### config.mk
export PLATFORM = sky130hd
export DESIGN_NAME = eye_center_cal
export DESIGN_NICKNAME = d
export VERILOG_FILES = /design/src/rtl/eye_cal_pkg.sv /design/src/rtl/eye_cal_ctrl.sv /design/src/rtl/eye_cal_dp.sv /design/src/rtl/eye_center_cal.sv
export SDC_FILE = /design/constraint.sdc
export NUM_CORES = 1
export LEC_CHECK = 0
export ABC_AREA = 1
export BUFFER_PORTS_ARGS = -buffer_cell sky130_fd_sc_hd__buf_2
export CORE_UTILIZATION = 35
export DETAILED_ROUTE_END_ITERATION = 10
export PLACE_DENSITY = 0.49
export SLEW_MARGIN = 15
export SYNTH_ARGS = -nofsm -noshare
export SYNTH_HDL_FRONTEND = slang
export SYNTH_SLANG_ARGS = --single-unit
export TNS_END_PERCENT = 1
### constraint.sdc
create_clock -name clk -period 2.9 [get_ports clk]
set_clock_uncertainty 0.2 [all_clocks]
set_input_delay 0.725 -clock clk [delete_from_list [all_inputs] [get_ports clk]]
set_output_delay 0.725 -clock clk [all_outputs]
set_load 0.005 [all_outputs]
### src/rtl/eye_cal_pkg.sv
package eye_cal_pkg;

  // Strobes from the controller to the datapath
  typedef struct packed {
    logic restart;     // clear everything, load tap 0
    logic settleTick;  // advance settle counter
    logic checkEn;     // accept training-word results
    logic evalTap;     // fold this tap's verdict into run tracking
    logic stepTap;     // load next tap
    logic finish;      // load centre (or 0) and capture width
    logic report;      // raise done or error
  } calStrb_t;

  typedef enum logic [2:0] {
    ST_IDLE, ST_SETTLE, ST_CHECK, ST_EVAL, ST_FINISH, ST_REPORT, ST_HOLD
  } calState_e;

endpackage

### src/rtl/eye_cal_ctrl.sv
module eye_cal_ctrl
  import eye_cal_pkg::*;
(
  input  logic     clk,
  input  logic     rstN,
  input  logic     start,
  input  logic     settleDone,
  input  logic     wordsDone,
  input  logic     tapLast,
  output calStrb_t strb
);

  calState_e state, nextState;

  always_ff @(posedge clk) begin
    if (!rstN) state <= ST_IDLE;
    else       state <= nextState;
  end

  always_comb begin
    strb      = '0;
    nextState = state;
    if (start) begin
      strb.restart = 1'b1;
      nextState    = ST_SETTLE;
    end else begin
      unique case (state)
        ST_IDLE: nextState = ST_IDLE;
        ST_SETTLE: begin
          strb.settleTick = 1'b1;
          if (settleDone) nextState = ST_CHECK;
        end
        ST_CHECK: begin
          strb.checkEn = 1'b1;
          if (wordsDone) nextState = ST_EVAL;
        end
        ST_EVAL: begin
          strb.evalTap = 1'b1;
          if (tapLast) nextState = ST_FINISH;
          else begin
            strb.stepTap = 1'b1;
            nextState    = ST_SETTLE;
          end
        end
        ST_FINISH: begin
          strb.finish = 1'b1;
          nextState   = ST_REPORT;
        end
        ST_REPORT: begin
          strb.report = 1'b1;
          nextState   = ST_HOLD;
        end
        ST_HOLD: nextState = ST_HOLD;
        default: nextState = ST_IDLE;
      endcase
    end
  end

endmodule

### src/rtl/eye_cal_dp.sv
module eye_cal_dp
  import eye_cal_pkg::*;
#(
  parameter int TAP_W      = 5,
  parameter int SETTLE_CYC = 8,
  parameter int WORDS      = 4,
  parameter int MIN_EYE    = 2
) (
  input  logic             clk,
  input  logic             rstN,
  input  calStrb_t         strb,
  input  logic             matchValid,
  input  logic             matchOk,
  output logic [TAP_W-1:0] tapOut,
  output logic             tapLoad,
  output logic             done,
  output logic             error,
  output logic [TAP_W:0]   eyeWidth,
  output logic             settleDone,
  output logic             wordsDone,
  output logic             tapLast
);

  localparam int LEN_W = TAP_W + 1;
  localparam int SC_W  = $clog2(SETTLE_CYC + 1);
  localparam int WC_W  = $clog2(WORDS + 1);

  logic [SC_W-1:0]  settleCnt;
  logic [WC_W-1:0]  wordCnt;
  logic             failSeen;
  logic [TAP_W-1:0] runStart, bestStart, bestEnd;
  logic [LEN_W-1:0] runLen, bestLen;

  logic [LEN_W-1:0] growLen;
  logic [TAP_W-1:0] growStart;
  logic [LEN_W-1:0] ctrSum;
  logic [TAP_W-1:0] ctrTap;
  logic             eyeOk;

  assign settleDone = (settleCnt == SC_W'(SETTLE_CYC - 1));
  assign wordsDone  = matchValid && (wordCnt == WC_W'(WORDS - 1));
  assign tapLast    = &tapOut;

  assign growLen   = runLen + LEN_W'(1);
  assign growStart = (runLen == '0) ? tapOut : runStart;
  assign ctrSum    = {1'b0, bestStart} + {1'b0, bestEnd};
  assign ctrTap    = ctrSum[TAP_W:1];
  assign eyeOk     = (bestLen >= LEN_W'(MIN_EYE));

  always_ff @(posedge clk) begin
    if (!rstN) begin
      tapOut    <= '0;
      tapLoad   <= 1'b0;
      done      <= 1'b0;
      error     <= 1'b0;
      eyeWidth  <= '0;
      settleCnt <= '0;
      wordCnt   <= '0;
      failSeen  <= 1'b0;
      runStart  <= '0;
      runLen    <= '0;
      bestStart <= '0;
      bestEnd   <= '0;
      bestLen   <= '0;
    end else if (strb.restart) begin
      tapOut    <= '0;
      tapLoad   <= 1'b1;
      done      <= 1'b0;
      error     <= 1'b0;
      eyeWidth  <= '0;
      settleCnt <= '0;
      wordCnt   <= '0;
      failSeen  <= 1'b0;
      runStart  <= '0;
      runLen    <= '0;
      bestStart <= '0;
      bestEnd   <= '0;
      bestLen   <= '0;
    end else begin
      tapLoad <= 1'b0;
      if (strb.settleTick) settleCnt <= settleCnt + SC_W'(1);
      if (strb.checkEn && matchValid) begin
        wordCnt <= wordCnt + WC_W'(1);
        if (!matchOk) failSeen <= 1'b1;
      end
      if (strb.evalTap) begin
        if (failSeen) begin
          runLen <= '0;
        end else begin
          runLen   <= growLen;
          runStart <= growStart;
          if (growLen > bestLen) begin
            bestLen   <= growLen;
            bestStart <= growStart;
            bestEnd   <= tapOut;
          end
        end
      end
      if (strb.stepTap) begin
        tapOut    <= tapOut + TAP_W'(1);
        tapLoad   <= 1'b1;
        settleCnt <= '0;
        wordCnt   <= '0;
        failSeen  <= 1'b0;
      end
      if (strb.finish) begin
        tapOut   <= eyeOk ? ctrTap : '0;
        tapLoad  <= 1'b1;
        eyeWidth <= bestLen;
      end
      if (strb.report) begin
        done  <= eyeOk;
        error <= !eyeOk;
      end
    end
  end

endmodule

### src/rtl/eye_center_cal.sv
module eye_center_cal
  import eye_cal_pkg::*;
#(
  parameter int TAP_W      = 5,
  parameter int SETTLE_CYC = 8,
  parameter int WORDS      = 4,
  parameter int MIN_EYE    = 2
) (
  input  logic             clk,
  input  logic             rstN,
  input  logic             start,
  input  logic             matchValid,
  input  logic             matchOk,
  output logic [TAP_W-1:0] tapOut,
  output logic             tapLoad,
  output logic             done,
  output logic             error,
  output logic [TAP_W:0]   eyeWidth
);

  calStrb_t strb;
  logic     settleDone, wordsDone, tapLast;

  eye_cal_ctrl ctrl_i (
    .clk        (clk),
    .rstN       (rstN),
    .start      (start),
    .settleDone (settleDone),
    .wordsDone  (wordsDone),
    .tapLast    (tapLast),
    .strb       (strb)
  );

  eye_cal_dp #(
    .TAP_W      (TAP_W),
    .SETTLE_CYC (SETTLE_CYC),
    .WORDS      (WORDS),
    .MIN_EYE    (MIN_EYE)
  ) dp_i (
    .clk        (clk),
    .rstN       (rstN),
    .strb       (strb),
    .matchValid (matchValid),
    .matchOk    (matchOk),
    .tapOut     (tapOut),
    .tapLoad    (tapLoad),
    .done       (done),
    .error      (error),
    .eyeWidth   (eyeWidth),
    .settleDone (settleDone),
    .wordsDone  (wordsDone),
    .tapLast    (tapLast)
  );

endmodule

==> results.md, run 1 <==
Drt:
- The routed design has about 6200 um of wire.
- The average routed wire per standard cell is 11.83 um.
- The post-detailed-route via-to-cell ratio is about 4.6.
- The via count of the routed design is approximately 2,400.
- The number of nets still failing antenna checks after routing is 0.
- After detailed routing, the number of remaining DRC violations is 0.
- Before antenna repair, the detailed router went through 4 iterations.
- The count of routing violations after the opening detailed-route iteration is roughly 130.

Timing:
- The total count of max-transition violations in the final report is 0.
- Setup violations remaining at the end of the flow were counted as 0.
- Headroom to the max-slew limit came out at roughly two thirds.
- The worst path uses 83.35% of the clock period.
- The shortest clock period the worst path allows after layout is roughly 2.4 ns.
- The worst setup margin is slightly below 0.5 ns.
- At the pin with the least slew margin, the transition time is 0.4915 ns.
- Setup repair after global routing left no endpoint under its margin.
- Derived from the worst setup path, the maximum achievable clock frequency is just over 0.4 GHz.
- The hold violation total from the final report was 0.
- Adding up every negative setup slack in the final design gives 0 ns.

Layout:
- The leading cell type in the layout, fill and taps excluded is sky130_fd_sc_hd__nand2_1.
- The total number of nets in the final design is approximately 450.
- The layout filler cell count is 845.
- The top cell types in the final layout, fill and taps aside, are 93 x sky130_fd_sc_hd__nand2_1, 57 x sky130_fd_sc_hd__inv_1, 52 x sky130_fd_sc_hd__dfxtp_1.
- The area used by multi-input combinational logic is about 0.0015 mm^2.
- The post-route standard cell area excluding fillers is roughly 0.0031 mm^2.
- The fraction of final layout cells sized beyond drive strength 1 is 8.747%.
- The area added between synthesis and finish is 9.899%.
- The number of diodes added for antenna fixing is 0.
- Summing all flip-flop and latch instances after layout gives between 0.001 and 0.0015 mm^2.

Place:
- The routability-driven placement congestion ratio is ~0.8.
- The placed instance area is between 0.003 and 0.004 mm^2.
- In this run the tool buffered the top-level ports with 18 buffer cells.
- The pre-CTS setup slack is 0.4944 ns.
- The HPWL after detailed placement is between 4000 and 5000 um.

Critical path:
- STA classifies the critical path endpoint as a register.
- STA puts the critical path data arrival time at between 2 and 2.5 ns.
- STA classifies the critical path startpoint as a register.
- In this run the worst path has a maximum fanout of 31.
- The data required time at the worst endpoint is ~2.9 ns.
- The register-to-register setup slack is 0.48 ns.
- The kind of critical path is register to register.

Global route:
- The sum of overflow across all layers after global routing is 0.
- The via count of the first global-routing pass came to about 2,200.
- The global-route wire length before repair is ~10,000 um.
- The maximum number of pins on one net before global-route repair is 32.
- For this run, the total global-route usage over all layers was measured as between 10% and 20%.
- The number of antenna violations at the first check in global routing is 0.

Power:
- The relative contribution of the clock network to total power is about a third.
- The cell internal power dissipation is 0.9433 mW.
- Dividing total power by cell area gives a power density of slightly above 400 mW/mm^2.
- For this design the static power due to leakage is ~1.4 nW.
- The worst ir drop on vdd is approximately 180 uV.
- Per report_power, the sequential group accounts for approximately 58% of the total.
- In this run the power spent charging and discharging nets is around 0.32 mW.
- Net switching is roughly a quarter of the power.
- The proportion of power drawn by combinational gates is roughly 7.7%.

Clock tree:
- The clock insertion delay at the later pin of the skew report is around 0.3 ns.
- The root buffer selected by CTS is sky130_fd_sc_hd__clkbuf_8.
- After clock tree synthesis, the clock-pin slew on the worst setup and hold paths is 0.10 ns.
- The post-CTS resize count is 0.
- The H-tree was split into 2 levels.
- The number of post-CTS setup repair buffers is 0.
- The maximum count of clock buffers along a single path is 2.
- TritonCTS built the clock tree.
- Hold repair after CTS inserted 0 buffers.
- The CTS sink count is 52.
- Clock tree synthesis inserted a total of 5 buffers.

Worst hold path:
- The class of the tightest hold or removal check is register to register.

Floorplanning:
- The core box area is slightly below 0.008 mm^2.
- During I/O placement, the number of pins put on the boundary was 19.
- The die covers approximately 0.0085 mm^2.
- The x dimension of the die is between 90 and 100 um.
- Once the floorplan was initialized, standard cells occupied around 36% of the core.
- The die boundary height is between 90 and 100 um.
- The floorplan has 32 rows.

Synthesis:
- The total nets after synthesis is 432.
- The register bit count reported by yosys is 52.
- After synthesis, the netlist uses 27 different library cells.
- The netlist area before placement is about 0.0028 mm^2.
- A synthesized cell averages approximately 7 um^2.
- Synthesis produced between 400 and 500 cells.
- The Yosys step of the flow raised 0 warnings.
- The sequential cell area fraction in the yosys report is between 30% and 40%.

Flow run:
- The max-capacitance violation count is 0.

Status:
- The run finished with clean final reports.
==> flip-flops by register name, summed over array words and instances, names as in the netlist <==
signal          count
ctrl_i.state        3
dp_i.runLen         6
dp_i.eyeWidth       6
dp_i.runStart       5
dp_i.tapOut         5
dp_i.bestStart      5
dp_i.error          1
dp_i.bestLen        6
dp_i.bestEnd        5
dp_i.wordCnt        3
dp_i.done           1
dp_i.tapLoad        1
dp_i.settleCnt      4
dp_i.failSeen       1
==> logic make-up (layout without fill, tap and decap cells) <==
kind of cell,count (synthesis),count (layout),share of synthesized area (%)
compound gates,69,69,13.37
xor+xnor,5,5,1.540
fa+ha+maj,22,22,9.943
buf+inv,69,87,10.12
flops,52,52,36.60
simple gates,188,188,28.42
==> synth_stat cells <==
cell	n	share of area, %
sky130_fd_sc_hd__a211oi_1	6	1.6
sky130_fd_sc_hd__a21oi_1	42	7.4
sky130_fd_sc_hd__a22oi_1	1	0.26
sky130_fd_sc_hd__buf_1	1	0.13
sky130_fd_sc_hd__buf_2	2	0.35
sky130_fd_sc_hd__buf_4	3	0.79
sky130_fd_sc_hd__buf_6	2	0.79
sky130_fd_sc_hd__clkbuf_1	4	0.53
sky130_fd_sc_hd__dfxtp_1	52	37
sky130_fd_sc_hd__fa_1	1	0.70
sky130_fd_sc_hd__ha_1	21	9.2
sky130_fd_sc_hd__inv_1	57	7.5
sky130_fd_sc_hd__nand2_1	93	12
sky130_fd_sc_hd__nand2_4	1	0.40
sky130_fd_sc_hd__nand3_1	27	4.8
sky130_fd_sc_hd__nand3_2	1	0.35
sky130_fd_sc_hd__nand3b_1	3	0.79
sky130_fd_sc_hd__nand4_1	6	1.3
sky130_fd_sc_hd__nor2_1	50	6.6
sky130_fd_sc_hd__nor2_4	3	1.2
sky130_fd_sc_hd__nor3_1	3	0.53
sky130_fd_sc_hd__o211ai_1	6	1.6
sky130_fd_sc_hd__o21a_1	1	0.26
sky130_fd_sc_hd__o21ai_0	13	2.3
sky130_fd_sc_hd__or2_2	1	0.22
sky130_fd_sc_hd__xnor2_1	1	0.31
sky130_fd_sc_hd__xor2_1	4	1.2
==> path summary, 6_finish.rpt <==
| check | start | cells after the start | end |
|---|---|---|---|
| worst max register to register | dp_i.runLen[2] | 14 | dp_i.bestLen[3] |
| worst min-delay path | dp_i.done | 2 | dp_i.done |
| worst min register to register | dp_i.done | 2 | dp_i.done |
| worst max-delay path | dp_i.runLen[2] | 14 | dp_i.bestLen[3] |
==> power groups by stage <==
stage / combinational [mW] / clock, mW / sequential, mW
after detailed placement: 0.0978 / 0 / 0.744
after CTS: 0.0981 / 0.455 / 0.728
after global routing: 0.111 / 0.488 / 0.729
final: 0.0967 / 0.435 / 0.727
after floorplan: 0.0725 / 0 / 0.743
after global placement: 0.0981 / 0 / 0.744
==> stage by stage <==
step                      power [mW]  hold slack [ns]  cells  util [%]
after global routing           1.329           0.2966    525     40.03
after CTS                      1.281           0.2749    525     40.03
final                          1.259           0.2724    525     40.03
after detailed placement      0.8419           0.2589    517     38.85
after global placement        0.8420           0.2496    517     38.85
after floorplan               0.8156           0.2390    405         -
==> critical path, stage by stage (launching register included) <==
cell and delay (ns):
sky130_fd_sc_hd__dfxtp_1 0.42, sky130_fd_sc_hd__nand2_1 0.09, sky130_fd_sc_hd__nor2_1 0.16, sky130_fd_sc_hd__nand3_1 0.09
sky130_fd_sc_hd__nand2_1 0.12, sky130_fd_sc_hd__inv_1 0.08, sky130_fd_sc_hd__ha_1 0.30, sky130_fd_sc_hd__nand2_1 0.08
sky130_fd_sc_hd__nor2_1 0.10, sky130_fd_sc_hd__nand2_1 0.05, sky130_fd_sc_hd__nand3_1 0.06, sky130_fd_sc_hd__buf_4 0.30
sky130_fd_sc_hd__nand2_1 0.12, sky130_fd_sc_hd__nor2_1 0.10, sky130_fd_sc_hd__nor2_1 0.05
==> metal layers <==
layer  track usage [%]  part of all wire [%]
met5                 0                     0
met4             3.906                  0.95
met3             2.985                   2.8
met2             26.06                    46
met1             20.59                    51
==> cell type report <==
cell class,count,area share (%)
timing repair buffer,22,4.243
tap,102,4.083
clock inverter,2,0.3203
clock buffer,6,2.642
multi-input combinational,284,48.56
inverter,57,6.845
sequential,52,33.31
No activity file was read; power rests on OpenSTA's default activity.
==> run 2: changes to the inputs <==
--- a/config.mk
+++ b/config.mk
@@ -9,7 +9,7 @@
 export BUFFER_PORTS_ARGS = -buffer_cell sky130_fd_sc_hd__buf_2
 export CORE_UTILIZATION = 35
 export DETAILED_ROUTE_END_ITERATION = 10
-export PLACE_DENSITY = 0.49
+export PLACE_DENSITY = 0.51
 export SLEW_MARGIN = 15
 export SYNTH_ARGS = -nofsm -noshare
 export SYNTH_HDL_FRONTEND = slang
==> constraint.sdc (replaced) <==
create_clock -name clk -period 2.1 [get_ports clk]
set_clock_uncertainty 0.2 [all_clocks]
set_input_delay 0.525 -clock clk [delete_from_list [all_inputs] [get_ports clk]]
set_output_delay 0.525 -clock clk [all_outputs]
set_load 0.005 [all_outputs]
==> run 2 against run 1 <==
  * The run now ends with setup timing left
  * Sequential cell count unchanged
  * Via count grew 5.4%
  * First-iteration DRC count down 7.1%
  * Power rose by 51%
  * Sequential share of layout area decreased by 2.9 points
  * Die area stayed put
  * Critical endpoint unchanged
  * Largest cell class unchanged
==> results.md, run 2 (synthesis gave the netlist of run 1 again) <==
Clock tree:
- The CTS tree was yes (unchanged).
- The clock insertion delay at the later pin of the skew report is 0.31 ns (was 0.30 ns).
- The clock-pin slew of the registers on the worst-case setup and hold paths is 0.10 ns (about the same).
- The maximum count of clock buffers along a single path is 2 (unchanged).
- The number of levels in the clock H-tree was 2 (unchanged).
- The hold buffer count at cts is 0 (unchanged).
- The number of buffers created by CTS is 5 (unchanged).
- The CTS sink count is 52 (unchanged).
- The root buffer selected by CTS is sky130_fd_sc_hd__clkbuf_8 (unchanged).

Worst hold path:
- The worst min-delay path startpoint is rstN (was dp_i.done).
- The cell depth of the worst hold path came to 3 (was 2).
- The class of the tightest hold or removal check is primary input to register (was register to register).
- The end point of the most critical hold path is dp_i.tapLoad (was dp_i.done).

Drt:
- The count of unresolved DRC violations after routing was 0 (unchanged).
- The overall routed net length is 6834 um (was 6210 um).
- The average routed wire per standard cell is 12.49 um (was 11.83 um).
- The post-detailed-route via-to-cell ratio is 4.684 (was 4.630).
- The via count of the routed design is 2,562 (was 2,431).
- The count of routing violations after the opening detailed-route iteration is 118 (was 127).
- The number of nets still failing antenna checks after routing is 0 (unchanged).
- The first-pass iteration count of the detailed router is 4 (unchanged).

Floorplanning:
- The x dimension of the die is 92.14 um (unchanged).
- The number of standard-cell rows in the floorplan is 32 (unchanged).
- The die footprint is 0.008490 mm^2 (unchanged).
- The die boundary height is 92.14 um (unchanged).
- The core box area is 0.007807 mm^2 (unchanged).
- The boundary pin count is 19 (unchanged).
- The initial standard-cell utilization of the core came to 36.43% (unchanged).

Global route:
- The met2 track demand over resource in global routing is 25.62% (was 26.06%).
- The via count of the first global-routing pass came to 2,282 (was 2,222).
- The met1 demand-to-capacity share in global routing is 22.40% (was 20.59%).
- The global-route wire length before repair is 10,900 um (was 10,460 um).
- The sum of overflow across all layers after global routing is 0 (unchanged).
- The total routing usage reported by global routing is 16.21% (was 15.60%).
- The number of antenna violations at the first check in global routing came to 0 (unchanged).
- The maximum number of pins on one net before global-route repair is 29 (was 32).
- The most congested layer reported by global routing is met2 (unchanged).
- The global routing usage on met3 is 2.736% (was 2.985%).

Critical path:
- The arrival time reported for the critical path endpoint is 2.32 ns (was 2.43 ns).
- The type of element capturing the critical path is a register (unchanged).
- The cell with the most instances on the worst path is sky130_fd_sc_hd__nand2_1 (unchanged).
- The delay of the slowest cell on the worst path is 0.38 ns (was 0.42 ns).
- The startpoint type of the worst setup path was a register (unchanged).
- The data required time at the worst endpoint was 2.14 ns (was 2.91 ns).
- The highest-delay cell along the critical path is sky130_fd_sc_hd__dfxtp_4 (was sky130_fd_sc_hd__dfxtp_1).
- The number of cells traversed by the worst register-to-register path was 14 (unchanged).
- The register-to-register setup slack is -0.18 ns (was 0.48 ns).
- Critical path, cell by cell: ha_4 > buf_4 > xor2_1 > ha_1 > nand2_1 > inv_1 > nand2_1 > nor2_2 > nor2_4 > buf_6 > nand2_4 > nand2_2 > nand2_1 > nor2_1 (was nand2_1 > nor2_1 > nand3_1 > nand2_1 > inv_1 > ha_1 > nand2_1 > nor2_1 > nand2_1 > nand3_1 > buf_4 > nand2_1 > nor2_1 > nor2_1).
- The kind of critical path was register to register (unchanged).
- The startpoint of the worst register-to-register path is dp_i.runLen[1] (was dp_i.runLen[2]).
- The buffering stage count on the worst path with inverters included came to 3 (was 2).
- The biggest fanout along the worst timing path came to 4 (was 31).
- The reg-to-reg critical path endpoint is dp_i.bestLen[3] (unchanged).
- The category of cells accounting for the largest share of critical-path delay is simple AND/OR/NAND/NOR gates (unchanged).

Layout:
- Leading cell types in the layout, fill and taps excluded: 90 x sky130_fd_sc_hd__nand2_1, 57 x sky130_fd_sc_hd__inv_1, 47 x sky130_fd_sc_hd__dfxtp_1 (was 93 x sky130_fd_sc_hd__nand2_1, 57 x sky130_fd_sc_hd__inv_1, 52 x sky130_fd_sc_hd__dfxtp_1).
- The non-filler instance count after layout is 547 (was 525).
- The number of diodes added for antenna fixing is 0 (unchanged).
- The total number of nets in the final design came to 471 (was 449).
- Largest registers ranked by flip-flop count: dp_i.bestLen x6, dp_i.eyeWidth x6, dp_i.runLen x6 (unchanged).
- The layout filler cell count was 825 (was 845).
- The leading cell type in the layout, fill and taps excluded was sky130_fd_sc_hd__nand2_1 (unchanged).
- The area added between synthesis and finish was 21.82% (was 9.899%).
- The post-route standard cell area excluding fillers is 0.003465 mm^2 (was 0.003126 mm^2).
- The fraction of final layout cells sized beyond drive strength 1 came to 17.98% (was 8.747%).

Timing:
- The final setup violation count is 16 (was 0).
- The normalized max-slew margin is 70.49% (was 67.20%).
- The worst setup margin is -0.1788 ns (was 0.4829 ns).
- The shortest clock period the worst path allows after layout is 2.279 ns (was 2.417 ns).
- The total count of max-transition violations in the final report is 0 (unchanged).
- The actual slew at the worst max-slew pin is 0.4422 ns (was 0.4915 ns).
- The share of the clock period used by the worst path after layout is 108.5% (was 83.35%).
- The achievable frequency came to 0.4388 GHz (was 0.4137 GHz).
- The hold violation total from the final report is 0 (unchanged).
- Setup repair after global routing missed its margin: yes (was no).

Flow run:
- The max-capacitance violation count was 0 (unchanged).

Power:
- The cell leakage power is 1.540 nW (was 1.395 nW).
- The worst ir drop on vdd was 257.3 uV (was 180.2 uV).
- The total power divided by cell area was 549.5 mW/mm^2 (was 402.8 mW/mm^2).

Status:
- Outcome: complete, but fails checks (was completed).
- The checks that failed: setup timing.

Place:
- The count of input and output buffers is 18 (unchanged).
- The number of placed instances with taps included came to 533 (was 517).
- The placed instance area is 0.003174 mm^2 (was 0.003033 mm^2).
- The half-perimeter wire length of the detailed placement result is 4848 um (was 4667 um).
- The routability-driven placement congestion ratio was 0.8349 (was 0.7828).
run 2: repair_timing:
action,in CTS,in global routing
buffers inserted,0,5
endpoints found under the setup margin,16,20
cloned,0,1
pin swaps,0,14
resized for setup,4,23
run 2: worst max path at each step:
| stage | from | endpoint | depth (start not counted) |
|---|---|---|---|
| floorplan | dp_i.runLen[0] | dp_i.bestLen[5] | 12 |
| detailed placement | dp_i.runLen[1] | dp_i.bestStart[3] | 14 |
| finish | dp_i.runLen[1] | dp_i.bestLen[3] | 14 |
| global placement | dp_i.runLen[0] | dp_i.bestStart[1] | 12 |
| CTS | dp_i.runLen[0] | dp_i.bestStart[4] | 14 |
| global route | dp_i.runLen[1] | dp_i.bestLen[3] | 14 |
run 2: layer usage:
layer  up-vias  wire length, um
li1       1383                -
met1      1149             3469
met2        24             3146
met3         6              144
met4         0               74
met5         -                0
run 2: cell type report:
cell class	count	area, um^2	share of cell area [%]
multi-input cells	284	1612	46.52
clock buffers	6	82.58	2.384
repair buffers	44	335.3	9.679
well taps	102	127.6	3.684
flip-flops and latches	52	1055	30.44
clock inverters	2	38.79	1.120
inverters	57	214.0	6.176
run 2: report_power, final:
group	leakage [nW]	internal [mW]	switching (mW)	total, mW
clock network	0.0614	0.391	0.361	0.752
logic	1.06	0.0529	0.0973	0.150
registers	0.423	0.993	0.00846	1.00
run 2: tightest hold or removal path, delay by kind of cell:
kind | cells | cell delay (ns)
buffers and inverters | 2 | 0.13
AOI/OAI and AO/OA | 1 | 0.07
run 2: per-stage QoR:
stage	TNS (ns)	util (%)	hold slack, ns	setup slack (ns)	total power, mW
CTS	-1.109	42.42	0.2155	-0.08370	1.922
global route	-4.009	44.38	0.2373	-0.2930	1.993
floorplan	0	-	0.2390	0.007886	1.131
detailed placement	-2.003	40.66	0.2719	-0.1389	1.170
finish	-2.579	44.38	0.2304	-0.1788	1.904
global placement	-1.352	40.66	0.2466	-0.09805	1.170
==> run 3: changes to the inputs <==
--- a/config.mk
+++ b/config.mk
@@ -5,7 +5,6 @@
 export SDC_FILE = /design/constraint.sdc
 export NUM_CORES = 1
 export LEC_CHECK = 0
-export ABC_AREA = 1
 export BUFFER_PORTS_ARGS = -buffer_cell sky130_fd_sc_hd__buf_2
 export CORE_UTILIZATION = 35
 export DETAILED_ROUTE_END_ITERATION = 10
==> run 3 against run 2 <==
  * The flow still finishes with violations (setup timing)
  * Setup slack got worse by 0.019 ns
  * Non-clock buffer count up 15
  * Clock power up 7.4%
  * Combinational power shrank 34%
  * Clock-buffer cell count did not move
  * Fmax shrank 0.81%
  * Hold slack better by 0.028 ns
  * Sequential share of layout area decreased by 0.50 points
  * Synthesized cell count down 20%
  * Register-to-register slack lost 0.02 ns
  * Critical path type unchanged
==> results.md, run 3 <==
Power:
- The net switching power was 0.3937 mW (was 0.4671 mW).
- The power consumption is 1.895 mW (was 1.904 mW).
- The worst ir drop on vdd is 242.5 uV (was 257.3 uV).
- The total power divided by cell area is 534.9 mW/mm^2 (was 549.5 mW/mm^2).
- The relative contribution of the clock network to total power is 42.6% (was 39.5%).
- The switching power share of the total was 20.77% (was 24.54%).
- The cell internal power dissipation was 1.502 mW (was 1.437 mW).
- The proportion of power drawn by combinational gates is 5.2% (was 7.9%).
- The cell leakage power is 1.436 nW (was 1.540 nW).
- The fraction of power consumed by sequential logic is 52.2% (was 52.6%).

Critical path:
- The biggest fanout along the worst timing path is 6 (was 4).
- The startpoint type of the worst setup path was a register (unchanged).
- The arrival time reported for the critical path endpoint is 2.32 ns (about the same).
- The data required time at the worst endpoint was 2.12 ns (was 2.14 ns).
- The kind of critical path is register to register (unchanged).
- The type of element capturing the critical path is a register (unchanged).

Drt:
- The post-detailed-route via-to-cell ratio is 4.954 (was 4.684).
- The overall routed net length was 6506 um (was 6834 um).
- The count of routing violations after the opening detailed-route iteration is 77 (was 118).
- The via count of the routed design is 2,358 (was 2,562).
- The first-pass iteration count of the detailed router is 4 (unchanged).
- The count of unresolved DRC violations after routing is 0 (unchanged).
- The average routed wire per standard cell is 13.67 um (was 12.49 um).
- The number of nets still failing antenna checks after routing is 0 (unchanged).

Place:
- The number of placed instances with taps included is 467 (was 533).
- The half-perimeter wire length of the detailed placement result is 4956 um (was 4848 um).
- The pre-CTS setup slack is -0.2756 ns (was -0.1389 ns).
- The routability-driven placement congestion ratio is 0.8034 (was 0.8349).
- The count of input and output buffers is 18 (unchanged).

Status:
- Failing checks: setup timing (unchanged).
- Outcome: complete, but fails checks (unchanged).

Clock tree:
- The CTS sink count came to 52 (unchanged).
- The hold buffer count at cts was 0 (unchanged).
- The number of buffers created by CTS came to 5 (unchanged).
- The clock-pin slew of the registers on the worst-case setup and hold paths is 0.10 ns (about the same).
- The root buffer selected by CTS is sky130_fd_sc_hd__clkbuf_8 (unchanged).
- The clock insertion delay at the later pin of the skew report is 0.31 ns (about the same).
- The CTS tree is yes (unchanged).
- The number of levels in the clock H-tree is 2 (unchanged).
- The maximum count of clock buffers along a single path is 2 (unchanged).

Global route:
- The maximum number of pins on one net before global-route repair was 36 (was 29).
- The number of antenna violations at the first check in global routing was 0 (unchanged).
- The global-route wire length before repair came to 11,270 um (was 10,900 um).
- The via count of the first global-routing pass is 2,286 (was 2,282).
- The total routing usage reported by global routing is 16.82% (was 16.21%).
- The sum of overflow across all layers after global routing is 0 (unchanged).

Synthesis:
- Top cell types by occurrence after synthesis: 54 x sky130_fd_sc_hd__nand2_1, 52 x sky130_fd_sc_hd__dfxtp_1, 25 x sky130_fd_sc_hd__a21oi_1 (was 93 x sky130_fd_sc_hd__nand2_1, 57 x sky130_fd_sc_hd__inv_1, 52 x sky130_fd_sc_hd__dfxtp_1).
- The largest area contributor in the synthesized netlist is sky130_fd_sc_hd__dfxtp_1 (unchanged).
- The leading cell type by number of instances after synthesis is sky130_fd_sc_hd__nand2_1 (unchanged).
- The count of different cell masters after synthesis is 51 (was 27).
- Dominant cells by area after synthesis: sky130_fd_sc_hd__dfxtp_1 37%, sky130_fd_sc_hd__ha_1 9.4%, sky130_fd_sc_hd__mux2i_1 8.3%, sky130_fd_sc_hd__nand2_1 7.3%, sky130_fd_sc_hd__a21oi_1 4.5% (was sky130_fd_sc_hd__dfxtp_1 37%, sky130_fd_sc_hd__nand2_1 12%, sky130_fd_sc_hd__ha_1 9.2%, sky130_fd_sc_hd__inv_1 7.5%, sky130_fd_sc_hd__a21oi_1 7.4%).
- The total nets after synthesis is 350 (was 432).
- The proportion of netlist area held by the largest area contributor is 37.39% (was 36.60%).
- The register bit count reported by yosys is 52 (unchanged).
- The sequential cell area fraction in the yosys report came to 37.39% (was 36.60%).
- The count of yosys warnings during synthesis came to 0 (unchanged).
- The dominant register cell in the synthesized netlist is sky130_fd_sc_hd__dfxtp_1 (unchanged).
- The netlist area before placement is 0.002784 mm^2 (was 0.002844 mm^2).
- The gate count of the mapped netlist is 323 (was 405).
- The share of synthesized flip-flops with an asynchronous set or reset is 0% (unchanged).
- The synthesized area per cell came to 8.619 um^2 (was 7.022 um^2).
- The number of synthesized flops with an enable pin was 0 (unchanged).

Layout:
- Leading cell types in the layout, fill and taps excluded: 53 x sky130_fd_sc_hd__nand2_1, 44 x sky130_fd_sc_hd__dfxtp_1, 37 x sky130_fd_sc_hd__buf_4 (was 90 x sky130_fd_sc_hd__nand2_1, 57 x sky130_fd_sc_hd__inv_1, 47 x sky130_fd_sc_hd__dfxtp_1).
- The non-filler instance count after layout is 476 (was 547).
- The number of diodes added for antenna fixing is 0 (unchanged).
- The fraction of final layout cells sized beyond drive strength 1 is 25.94% (was 17.98%).
- The area added between synthesis and finish is 27.28% (was 21.82%).
- The core utilization of the finished layout came to 45.85% (was 44.38%).
- The leading cell type in the layout, fill and taps excluded is sky130_fd_sc_hd__nand2_1 (unchanged).
- Largest registers ranked by flip-flop count: dp_i.bestLen x6, dp_i.eyeWidth x6, dp_i.runLen x6 (unchanged).
- The total number of nets in the final design came to 400 (was 471).

Timing:
- The achievable frequency is 0.4353 GHz (was 0.4388 GHz).
- The total count of max-transition violations in the final report is 0 (unchanged).
- The setup total negative slack is -2.678 ns (was -2.579 ns).
- The worst setup margin is -0.1973 ns (was -0.1788 ns).
- The actual slew at the worst max-slew pin is 0.4447 ns (was 0.4422 ns).
- The hold violation total from the final report is 0 (unchanged).
- The final setup violation count is 16 (unchanged).
- The normalized max-slew margin was 69.59% (was 70.49%).
- The shortest clock period the worst path allows after layout was 2.297 ns (was 2.279 ns).
- Setup repair after global routing missed its margin: yes (unchanged).
- The share of the clock period used by the worst path after layout came to 109.4% (was 108.5%).

Flow run:
- The max-capacitance violation count is 0 (unchanged).

Floorplanning:
- The core box area is 0.007727 mm^2 (was 0.007807 mm^2).
- The boundary pin count is 19 (unchanged).
- The x dimension of the die is 91.19 um (was 92.14 um).
- The initial standard-cell utilization of the core is 36.03% (was 36.43%).
- The number of standard-cell rows in the floorplan was 32 (unchanged).
- The die footprint was 0.008315 mm^2 (was 0.008490 mm^2).
- The die boundary height is 91.19 um (was 92.14 um).

Worst hold path:
- The class of the tightest hold or removal check was register to register (was primary input to register).
[run 3: stage by stage]
step,hold slack (ns),instance area (um^2)
6_report,0.2588,3543
3_5_place_dp,0.2523,3346
3_3_place_gp,0.2482,3346
2_1_floorplan,0.2391,2883
4_1_cts,0.2679,3518
5_1_grt,0.2772,3543
[run 3: final timing paths]
path | start | endpoint | slack, ns | depth (start not counted)
worst max-delay path | dp_i.runLen[2] | dp_i.bestLen[5] | -0.20 | 9
worst min-delay path | dp_i.eyeWidth[0] | dp_i.eyeWidth[0] | 0.26 | 2
worst max register to register | dp_i.runLen[2] | dp_i.bestLen[5] | -0.20 | 9
worst min register to register | dp_i.eyeWidth[0] | dp_i.eyeWidth[0] | 0.26 | 2
[run 3: layout make-up]
class                   instances  area (um^2)
clock buffers                   6        72.57
clock inverters                 2        60.06
fillers                       755         4184
inverters                      14        52.55
multi-input cells             241         1739
flip-flops and latches         52         1061
well taps                     102        127.6
repair buffers                 59        430.4
[run 3: per-layer routing]
| metal | track usage [%] | wire [um] |
|---|---|---|
| met2 | 27.27 | 3002 |
| met4 | 4.630 | 97 |
| met1 | 22.96 | 3258 |
| met3 | 2.848 | 148 |
| met5 | 0 | 0 |
[run 3: power by group through the flow]
stage	combinational (mW)	clock [mW]	sequential [mW]
2_1_floorplan	0.0555	0	1.02
3_3_place_gp	0.0960	0	1.02
3_5_place_dp	0.0975	0	1.02
4_1_cts	0.0982	0.838	0.989
5_1_grt	0.110	0.878	0.990
6_report	0.0989	0.808	0.989
[run 3: kinds of logic (layout without fill, tap and decap cells)]
kind of cell	count (synthesis)	after routing	share of synthesized area, %
xor+xnor	7	7	2.202
simple gates	117	117	20.94
fa+ha+maj	22	22	10.16
flops	52	52	37.39
mux	23	23	8.270
buf+inv	30	81	4.360
compound gates	72	72	16.67
[run 3: repair_timing]
item                                    in CTS  in global routing
endpoints found under the setup margin      21                 25
resized for setup                            9                  6
buffers inserted                             1                  0
pin swaps                                    5                  5
[run 3: critical path: stages, from the launching register on]
cell	delay, ns
sky130_fd_sc_hd__dfxtp_4	0.38
sky130_fd_sc_hd__nand3_2	0.09
sky130_fd_sc_hd__o21a_1	0.19
sky130_fd_sc_hd__or2_4	0.24
sky130_fd_sc_hd__ha_4	0.26
sky130_fd_sc_hd__o21ai_0	0.07
sky130_fd_sc_hd__nor2_1	0.22
sky130_fd_sc_hd__o311a_1	0.22
sky130_fd_sc_hd__buf_6	0.15
sky130_fd_sc_hd__mux2i_1	0.20
